## src/rtl/early_retire_pkg.sv

```systemverilog
`timescale 1ns/1ps
package early_retire_pkg;
  parameter int CKPT_N    = 4;
  parameter int TAG_W     = 6;
  parameter int DATA_W    = 32;
  parameter int LVT_IDX_W = 4;
  localparam int SLOT_W   = $clog2(CKPT_N);
  localparam int CNT_W    = $clog2(CKPT_N + 1);
  localparam int LVT_N    = 1 << LVT_IDX_W;

  typedef struct packed {
    logic              alloc;
    logic [SLOT_W-1:0] allocSlot;
  } dpStrobe_t;
endpackage

```

## src/rtl/early_retire_dp.sv

```systemverilog
`timescale 1ns/1ps
module early_retire_dp
  import early_retire_pkg::*;
(
  input  logic                 clk,
  input  logic                 rstN,
  input  dpStrobe_t            strobe,
  input  logic [TAG_W-1:0]     headTag,
  input  logic [LVT_IDX_W-1:0] headPcLow,
  input  logic                 memRespValid,
  input  logic [TAG_W-1:0]     memRespTag,
  input  logic [DATA_W-1:0]    memRespData,
  input  logic [LVT_IDX_W-1:0] memRespIdx,
  output logic [DATA_W-1:0]    predValue,
  output logic [CKPT_N-1:0]    hitVec,
  output logic [CKPT_N-1:0]    eqVec
);
  logic [DATA_W-1:0] lvtQ  [LVT_N];
  logic [TAG_W-1:0]  tagQ  [CKPT_N];
  logic [DATA_W-1:0] predQ [CKPT_N];

  // last-value table: reset to zero, learns from every response
  always_ff @(posedge clk or negedge rstN) begin
    if (!rstN) begin
      for (int i = 0; i < LVT_N; i++) lvtQ[i] <= '0;
    end else if (memRespValid) begin
      lvtQ[memRespIdx] <= memRespData;
    end
  end

  assign predValue = lvtQ[headPcLow];

  // per-slot tag and prediction storage with parallel compare
  for (genvar s = 0; s < CKPT_N; s++) begin : g_slot
    always_ff @(posedge clk) begin
      if (strobe.alloc && strobe.allocSlot == SLOT_W'(s)) begin
        tagQ[s]  <= headTag;
        predQ[s] <= predValue;
      end
    end
    assign hitVec[s] = memRespValid && (tagQ[s] == memRespTag);
    assign eqVec[s]  = (predQ[s] == memRespData);
  end
endmodule

```

## src/rtl/early_retire_ctl.sv

```systemverilog
`timescale 1ns/1ps
module early_retire_ctl
  import early_retire_pkg::*;
(
  input  logic              clk,
  input  logic              rstN,
  input  logic              headValid,
  input  logic              headLoadPending,
  input  logic              headLongLat,
  input  logic [CKPT_N-1:0] hitVec,
  input  logic [CKPT_N-1:0] eqVec,
  output dpStrobe_t         strobe,
  output logic              earlyRetire,
  output logic              stallRetire,
  output logic [SLOT_W-1:0] snapSlot,
  output logic              rollbackReq,
  output logic [SLOT_W-1:0] rollbackSlot,
  output logic              ckptFree,
  output logic [SLOT_W-1:0] ckptFreeSlot,
  output logic              clearMode
);
  logic [CKPT_N-1:0] validQ, verQ;
  logic [SLOT_W-1:0] headPtrQ;
  logic [CNT_W-1:0]  countQ;

  logic              trigger, full, misAny, headDone, alloc;
  logic [CKPT_N-1:0] live, good, mis, killVec;
  logic [SLOT_W-1:0] misSlot, misAge, allocSlot;

  always_comb begin
    trigger   = headValid && headLoadPending && headLongLat;
    full      = (countQ == CNT_W'(CKPT_N));
    live      = validQ & ~verQ;
    good      = hitVec & live & eqVec;
    mis       = hitVec & live & ~eqVec;
    misAny    = |mis;
    misSlot   = '0;
    for (int i = 0; i < CKPT_N; i++) begin
      if (mis[i]) misSlot = SLOT_W'(i);
    end
    misAge    = misSlot - headPtrQ;
    for (int i = 0; i < CKPT_N; i++) begin
      killVec[i] = misAny && ((SLOT_W'(i) - headPtrQ) >= misAge);
    end
    headDone  = validQ[headPtrQ] && (verQ[headPtrQ] || good[headPtrQ]);
    allocSlot = headPtrQ + countQ[SLOT_W-1:0];
    alloc     = trigger && !full && !misAny;
  end

  assign earlyRetire      = trigger && !full;
  assign stallRetire      = trigger && full;
  assign snapSlot         = allocSlot;
  assign strobe.alloc     = alloc;
  assign strobe.allocSlot = allocSlot;
  assign clearMode        = (countQ != '0);

  always_ff @(posedge clk or negedge rstN) begin
    if (!rstN) begin
      validQ       <= '0;
      verQ         <= '0;
      headPtrQ     <= '0;
      countQ       <= '0;
      rollbackReq  <= 1'b0;
      rollbackSlot <= '0;
      ckptFree     <= 1'b0;
      ckptFreeSlot <= '0;
    end else begin
      for (int i = 0; i < CKPT_N; i++) begin
        if (good[i]) verQ[i] <= 1'b1;
        if (killVec[i] || (headDone && headPtrQ == SLOT_W'(i))) begin
          validQ[i] <= 1'b0;
          verQ[i]   <= 1'b0;
        end
        if (alloc && allocSlot == SLOT_W'(i)) begin
          validQ[i] <= 1'b1;
          verQ[i]   <= 1'b0;
        end
      end
      if (misAny)
        countQ <= CNT_W'(misAge) - CNT_W'(headDone);
      else
        countQ <= countQ + CNT_W'(alloc) - CNT_W'(headDone);
      headPtrQ     <= headPtrQ + SLOT_W'(headDone);
      rollbackReq  <= misAny;
      rollbackSlot <= misSlot;
      ckptFree     <= headDone;
      ckptFreeSlot <= headPtrQ;
    end
  end
endmodule

```

## src/rtl/early_retire_ctrl.sv

```systemverilog
`timescale 1ns/1ps
module early_retire_ctrl
  import early_retire_pkg::*;
(
  input  logic                 clk,
  input  logic                 rstN,
  input  logic                 headValid,
  input  logic                 headLoadPending,
  input  logic                 headLongLat,
  input  logic [TAG_W-1:0]     headTag,
  input  logic [LVT_IDX_W-1:0] headPcLow,
  output logic                 earlyRetire,
  output logic                 predValid,
  output logic [DATA_W-1:0]    predValue,
  output logic                 snapTake,
  output logic [SLOT_W-1:0]    snapSlot,
  output logic                 stallRetire,
  input  logic                 memRespValid,
  input  logic [TAG_W-1:0]     memRespTag,
  input  logic [DATA_W-1:0]    memRespData,
  input  logic [LVT_IDX_W-1:0] memRespIdx,
  output logic                 rollbackReq,
  output logic [SLOT_W-1:0]    rollbackSlot,
  output logic                 ckptFree,
  output logic [SLOT_W-1:0]    ckptFreeSlot,
  output logic                 clearMode
);
  dpStrobe_t         strobe;
  logic [CKPT_N-1:0] hitVec, eqVec;
  logic              retireNow;

  early_retire_ctl u_ctl (
    .clk(clk), .rstN(rstN),
    .headValid(headValid), .headLoadPending(headLoadPending), .headLongLat(headLongLat),
    .hitVec(hitVec), .eqVec(eqVec), .strobe(strobe),
    .earlyRetire(retireNow), .stallRetire(stallRetire), .snapSlot(snapSlot),
    .rollbackReq(rollbackReq), .rollbackSlot(rollbackSlot),
    .ckptFree(ckptFree), .ckptFreeSlot(ckptFreeSlot), .clearMode(clearMode)
  );

  early_retire_dp u_dp (
    .clk(clk), .rstN(rstN), .strobe(strobe),
    .headTag(headTag), .headPcLow(headPcLow),
    .memRespValid(memRespValid), .memRespTag(memRespTag),
    .memRespData(memRespData), .memRespIdx(memRespIdx),
    .predValue(predValue), .hitVec(hitVec), .eqVec(eqVec)
  );

  assign earlyRetire = retireNow;
  assign snapTake    = retireNow;
  assign predValid   = retireNow;
endmodule

```

## config.mk

```make
export PLATFORM = sky130hd
export DESIGN_NAME = early_retire_ctrl
export DESIGN_NICKNAME = d
export VERILOG_FILES = /design/src/rtl/early_retire_pkg.sv /design/src/rtl/early_retire_dp.sv /design/src/rtl/early_retire_ctl.sv /design/src/rtl/early_retire_ctrl.sv
export SDC_FILE = /design/constraint.sdc
export NUM_CORES = 1
export LEC_CHECK = 0
export ABC_CLOCK_PERIOD_IN_PS = 8300
export BUFFER_PORTS_ARGS = -buffer_cell sky130_fd_sc_hd__buf_2
export CORE_UTILIZATION = 23
export DETAILED_ROUTE_END_ITERATION = 8
export REMOVE_ABC_BUFFERS = 1
export SLEW_MARGIN = 20
export SYNTH_ARGS = -nofsm -noshare
export SYNTH_HDL_FRONTEND = slang
export SYNTH_SLANG_ARGS = --single-unit
```

## constraint.sdc

```tcl
create_clock -name clk -period 8.3 [get_ports clk]
set_input_delay 1.245 -clock clk [delete_from_list [all_inputs] [get_ports clk]]
set_output_delay 1.245 -clock clk [all_outputs]
set_load 0.005 [all_outputs]
```

=== Yosys cells after proc, flatten, opt, wreduce, memory -nomap -nowiden ===
Memory sizes are Yosys's and may differ from the RTL's.
Cells that the tools add are included.
W data, S select, Z words.

* Logic and storage cells: 183
* Bits in latches: 0
* Memories: 2
* Memory bits (read-only): 0
* Bits in registers: 531
* Input bits: 58
* Bits in writable memories: 152

* Equality and inequality tests: 15
* Magnitude comparators: 8
* Multiplexer cells: 62
* Reduce and logical (&&, ||, !) cells: 48
* Shifts and indexed selects: 0
* Div/mod/pow operators: 0
* Bitwise gates (word level): 8
* Add/subtract/negate cells: 10
* Multipliers: 0

{| class="wikitable"
|+ Memory list
! name !! words !! width !! rd ports !! clocked after memory_dff !! wr ports !! RTL line !! source
|-
| u_dp.predQ || 4 || 32 || 4 || 0 || 1 || early_retire_dp.sv:20 || <nowiki>logic [DATA_W-1:0] predQ [CKPT_N];</nowiki>
|-
| u_dp.tagQ || 4 || 6 || 4 || 0 || 1 || early_retire_dp.sv:19 || <nowiki>logic [TAG_W-1:0] tagQ [CKPT_N];</nowiki>
|}

{| class="wikitable"
|+ Operator list
! kind !! number
|-
| $bwmux W512 || 1
|-
| $mux W32 || 6
|-
| $bmux W32 S4 || 1
|-
| $demux W32 S4 || 1
|-
| $eq A32 B32 Y1 || 4
|-
| $reduce_or A32 Y1 || 3
|-
| $mux W1 || 38
|-
| $eq A6 B6 Y1 || 4
|-
| $logic_and A1 B1 Y1 || 23
|-
| $mux W6 || 3
|-
| $reduce_or A6 Y1 || 3
|-
| $and A4 B4 Y4 || 4
|-
| $mux W2 || 8
|-
| $reduce_bool A3 Y1 || 5
|-
| $ge A5 B5 Y1 const B || 2
|-
| $not A4 Y5 || 2
|-
| $eq A2 B2 Y1 const B || 4
|-
| $ge A2 B2 Y1 || 4
|-
| $not A4 Y4 || 2
|-
| $reduce_bool A2 Y1 || 4
|-
| $bmux W1 S2 || 3
|-
| $logic_or A1 B1 Y1 || 5
|-
| $lt A5 B1 Y1 const B || 1
|-
| $eq A2 B1 Y1 const B || 2
|-
| 14 further kinds || 18
|}

=== Logic depth before layout (Yosys ltp) ===
An unclocked memory read counts as a cell.

* Depth after elaboration: 15
* Depth in mapped cells: 15

=== By module ===
A second synthesis with hierarchy kept.

* Cells, all modules: 1930
* Area, all modules: 30576.8 um2

{| class="wikitable"
|+ By module, submodules not included
! module !! seq. area each (um2) !! instances !! area an instance (um2) !! cells each
|-
| early_retire_dp || 17376.7 || 1 || 29208.0 || 1800
|-
| early_retire_ctl || 475.5 || 1 || 1353.8 || 128
|-
| early_retire_ctrl || 0.0 || 1 || 15.0 || 2
|}

=== Worst setup path after synthesis ===
OpenSTA, ideal clock, no wires.

* Path kind: input -> register
* From: input port memRespData[9]
* To: memory u_dp.predQ[3][0], enable pin
* Setup time: 0.431 ns
* Arrival: 4.220 ns
* Stages: 8
* Slack: 3.649 ns
* Cells stage by stage: buf_4 > xor2_1 > nor4_1 > nand2_1 > or3_4 > a22oi_4 > nand2_4 > nor3_2

* Longest elaborated chain between the ends: 13
* Elaborated cells on any way between the ends: 30
* Classes of those cells: eq/ne (4); mux (14); bitwise (2); reduce/logical (10)

{| class="wikitable"
|+ Ends and longest elaborated chain
! item !! RTL line !! source
|-
| start, declared || early_retire_ctrl.sv:20 || <nowiki>input logic [DATA_W-1:0] memRespData,</nowiki>
|-
| $eq A32 B32 Y1 || early_retire_dp.sv:42 || <nowiki>assign eqVec[s] = (predQ[s] == memRespData);</nowiki>
|-
| $not A4 Y4 (*) || early_retire_ctl.sv:35 || <nowiki>mis = hitVec & live & ~eqVec;</nowiki>
|-
| $and A4 B4 Y4 (*) || early_retire_ctl.sv:35 ||
|-
| $reduce_or A4 Y1 (*) || early_retire_ctl.sv:36 || <nowiki>misAny = |mis;</nowiki>
|-
| $logic_not A1 Y1 (*) || early_retire_ctl.sv:47 || <nowiki>alloc = trigger && !full && !misAny;</nowiki>
|-
| $logic_and A1 B1 Y1 (*) || early_retire_ctl.sv:47 ||
|-
| $logic_and A1 B1 Y1 || early_retire_dp.sv:36 || <nowiki>if (strobe.alloc && strobe.allocSlot == SLOT_W'(s)) begin</nowiki>
|-
| $mux W1 || early_retire_dp.sv:36 ||
|-
| $mux W1 (not written as such) || early_retire_dp.sv:38 || <nowiki>predQ[s] <= predValue;</nowiki>
|-
| $reduce_or A32 Y1 (no source line) || n/a ||
|-
| $mux W2 (no source line) or $mux W1 (tied branches) (3 in a row) || n/a ||
|-
| end, declared || early_retire_dp.sv:20 ||
|}

Mark *: on every way between the ends. The rest lies on a longest branch, timed or not.

=== Worst setup path in the final report ===
* From: input port headPcLow[0]
* To: output port predValue[12]

* Longest elaborated chain between the ends: 4

{| class="wikitable"
|+ Ends and longest elaborated chain
! item !! RTL line !! source
|-
| start, declared || early_retire_ctrl.sv:11 || <nowiki>input logic [LVT_IDX_W-1:0] headPcLow,</nowiki>
|-
| $not A4 Y5 (not written as such) || early_retire_dp.sv:31 || <nowiki>assign predValue = lvtQ[headPcLow];</nowiki>
|-
| $bmux W32 S4 || early_retire_dp.sv:31 ||
|-
| $mux W32 (not written as such) (2 in a row) || early_retire_dp.sv:31 ||
|-
| end, declared || early_retire_ctrl.sv:14 || <nowiki>output logic [DATA_W-1:0] predValue,</nowiki>
|}

Every way passes these cells. The select of a mux whose other input is x is not followed.

==> results.toml <==
[run_status]
outcome = "completed"

[critical_path]
arrival_ns = 3.84
regToRegSetupSlack_ns = 4.25
end_kind = "primary output"
timing.rr.end = "u_ctl.countQ[2]$_DFF_PN0_"
start_kind = "primary input"
required_ns = 7.05
r2r-start = "u_dp.predQ[2][3]$_DFFE_PP_"
cpMaxStageDelayCell = "mux4_2"
reg2regPathDepth = 13
crit_top_cell = "mux4_2"
cp_max_fo = 58
cpPeakStageDelay_ns = 0.65
path_cells = "buf_8 -> buf_4 -> mux4_2 -> mux4_2 -> buf_2"
path_class = "in2out"

[sta]
fmax_mhz = 197
finalSetupViolCount = 0
slew_headroom_pct = 26.0
slew_viol_final = 0
fin_crit_ns = 5.08
hold_violations = 0
worst_pin_slew_ns = 1.11
tns_ns = 0
clock_skew_ns = 0.0275
timing.final.crit_share_pct = 61.2
rsz0062_at_grt = "false"

[place]
io_buffer_count = 102
globalplace.congestion = 0.773
placed_cell_area_mm2 = 0.0329
dpl.hpwl_um = 48700

[final_layout]
fin_nets = 1978
area_growth_pct = 15.2
num_antenna_cells = 0
fillers = 13400
drive_above_1_share_pct = 46.3
fin_area_mm2 = 0.0352

[logic_synthesis]
synth_top_flop_cell = "dfrtp_1"
syn_area_mm2 = 0.0306
yosys_warnings = 0
synth-seq-cells = 683
async_reset_ff_share_pct = 77.7
synth_edf_count = 152
seq_area_frac_synth_pct = 58.4
synth.distinct_cells = 51
netlist_instances = 1856
syn_area_per_cell_um2 = 16.5

[cts]
cts_resized = 0
clk_latency_ns = 0.62
h-tree-depth = 3
post-cts-setup-buffer-count = 0
clockBufferDepth = 3
cts_root_buf = "clkbuf_16"
path_clk_slew_ns = 0.06
cts-buffers-inserted = 70
cts_hold_buffers = 0
cts_tree = "done"
clkSinkCount = 683

[routing]
vias = 16300
via_per_inst = 4.39
wire_per_inst_um = 21.7
drc = 0
antenna_left = 0
dr.pass1.iters = 4
drt-initial-drc-count = 1101
drt_wl_total_um = 80500

[grt]
grt_use_total_pct = 12.1
grt_pass1_vias = 17300
antenna_found_initial = 13
grt_pass1_wl_um = 121000
grt_max_degree = 180
gr-total-overflow = 0

[hold_path]
hold_path_class = "reg2reg"
holdPathEnd = "u_dp.lvtQ[473]$_DFFE_PN0P_"
min_from = "u_dp.lvtQ[473]$_DFFE_PN0P_"
holdPathStages = 1

[power_and_ir_drop]
peakVddDrop_mv = 0.145
pwr_density_cell_mw_per_mm2 = 261
p_leak_nw = 13.9

[floorplan]
core_mm2 = 0.132
fp.dieArea_mm2 = 0.134
io_pins = 103
initial_core_util_pct = 23.2
die_w_um = 367
rows = 133
dieHeight_um = 367

[flow_run]
maxCapViolCount = 0
## area by class of cell
cell class	count	area, µm²	area share, %
clock buffer	103	2020	5.74
clock inverter	23	241	0.686
inverter	15	56.3	0.160
multi-input combinational	1001	12000	34.2
sequential	683	17900	50.7
tap	1755	2200	6.24
timing repair buffer	131	795	2.26
## cell families (layout without fill, tap and decap cells)
family	after synthesis	in the layout	share of synthesized area [%]
flip-flops	683	683	58.4
multiplexers	673	673	30.7
buffers and inverters	172	272	2.44
XOR/XNOR	160	160	4.59
AND/OR/NAND/NOR	127	127	2.50
AO/OA/AOI/OAI	23	23	0.598
adder cells (fa/ha/maj)	18	18	0.762
## cell usage in the layout, fill, tap and decap left out, types with 8 or more instances in the layout
master and count:
mux4_2 160, clkbuf_8 8, buf_4 27, clkinv_2 13, xor2_1 116, nor2_4 9
clkbuf_16 73, nand2_1 18, nor4_1 28, mux2_2 488, mux2_1 25, edfxtp_1 152
dfrtp_1 531, ha_1 17, inv_1 15, buf_2 98, clkbuf_1 22, nor2_1 12
xnor2_1 44, nand4_1 13
## state kept, by name, summed over array words and instances, names as in the netlist
| name | cells |
|---|---|
| u_dp.tagQ | 24 |
| u_ctl.rollbackSlot | 2 |
| u_ctl.ckptFree | 1 |
| u_ctl.rollbackReq | 1 |
| u_ctl.headPtrQ | 2 |
| u_ctl.countQ | 3 |
| u_dp.predQ | 128 |
| u_ctl.ckptFreeSlot | 2 |
| u_ctl.validQ | 4 |
| u_ctl.verQ | 4 |
| u_dp.lvtQ | 512 |
## worst max-delay path: cells and delay by family
family	cells	cell delay, ns
buffers and inverters	3	1.27
muxes	2	1.23
## power by group
| group | total [W] | leakage (nW) | switching, W | internal, W |
|---|---|---|---|---|
| Combinational | 0.00160 | 4.85 | 0.000713 | 0.000883 |
| Sequential | 0.00445 | 7.91 | 0.000305 | 0.00414 |
| Clock | 0.00314 | 1.11 | 0.00133 | 0.00182 |
| Total | 0.00919 | 13.9 | 0.00234 | 0.00684 |
## Yosys cell counts, types with 7 or more instances
master | number | area [µm²]
buf_1 | 28 | 105
buf_2 | 23 | 115
buf_4 | 7 | 52.6
clkbuf_1 | 93 | 349
dfrtp_1 | 531 | 13300
edfxtp_1 | 152 | 4560
ha_1 | 17 | 213
inv_1 | 15 | 56.3
mux2_1 | 25 | 282
mux2_2 | 488 | 5500
mux4_2 | 160 | 3600
nand2_1 | 19 | 71.3
nand4_1 | 13 | 81.3
nor2_1 | 21 | 78.8
nor4_1 | 28 | 175
xnor2_1 | 44 | 385
xor2_1 | 116 | 1020
## worst max path at each step
stage	from	to	slack, ns	depth (start not counted)
2_1_floorplan	memRespData[18]	u_dp.predQ[3][0]$_DFFE_PP_	3.68	7
5_1_grt	headPcLow[0]	predValue[12]	3.00	5
4_1_cts	headPcLow[0]	predValue[12]	3.11	5
3_3_place_gp	memRespData[3]	u_ctl.countQ[2]$_DFF_PN0_	3.12	14
3_5_place_dp	memRespData[3]	u_ctl.countQ[2]$_DFF_PN0_	3.10	14
6_report	headPcLow[0]	predValue[12]	3.22	5
## per-layer routing
metal  GRT usage, %  wire length [µm]  share of wire, %
met1           18.0             39800                49
met3           2.64              4260               5.3
met4           2.80              1550               1.9
met2           17.7             34800                43
met5              0                92              0.11
## metrics by stage
stage / std cells / total power [W] / hold slack (ns) / util, % / setup slack (ns)
3_5_place_dp: 3585 / 0.00613 / 0.480 / 25.0 / 3.10
2_1_floorplan: 1699 / 0.00547 / 0.459 / - / 3.68
5_1_grt: 3711 / 0.00963 / 0.509 / 26.7 / 3.00
3_3_place_gp: 3585 / 0.00608 / 0.470 / 25.0 / 3.12
6_report: 3711 / 0.00919 / 0.489 / 26.7 / 3.22
4_1_cts: 3711 / 0.00930 / 0.494 / 26.7 / 3.11
Note: power is estimated with default switching activity, not from simulation.
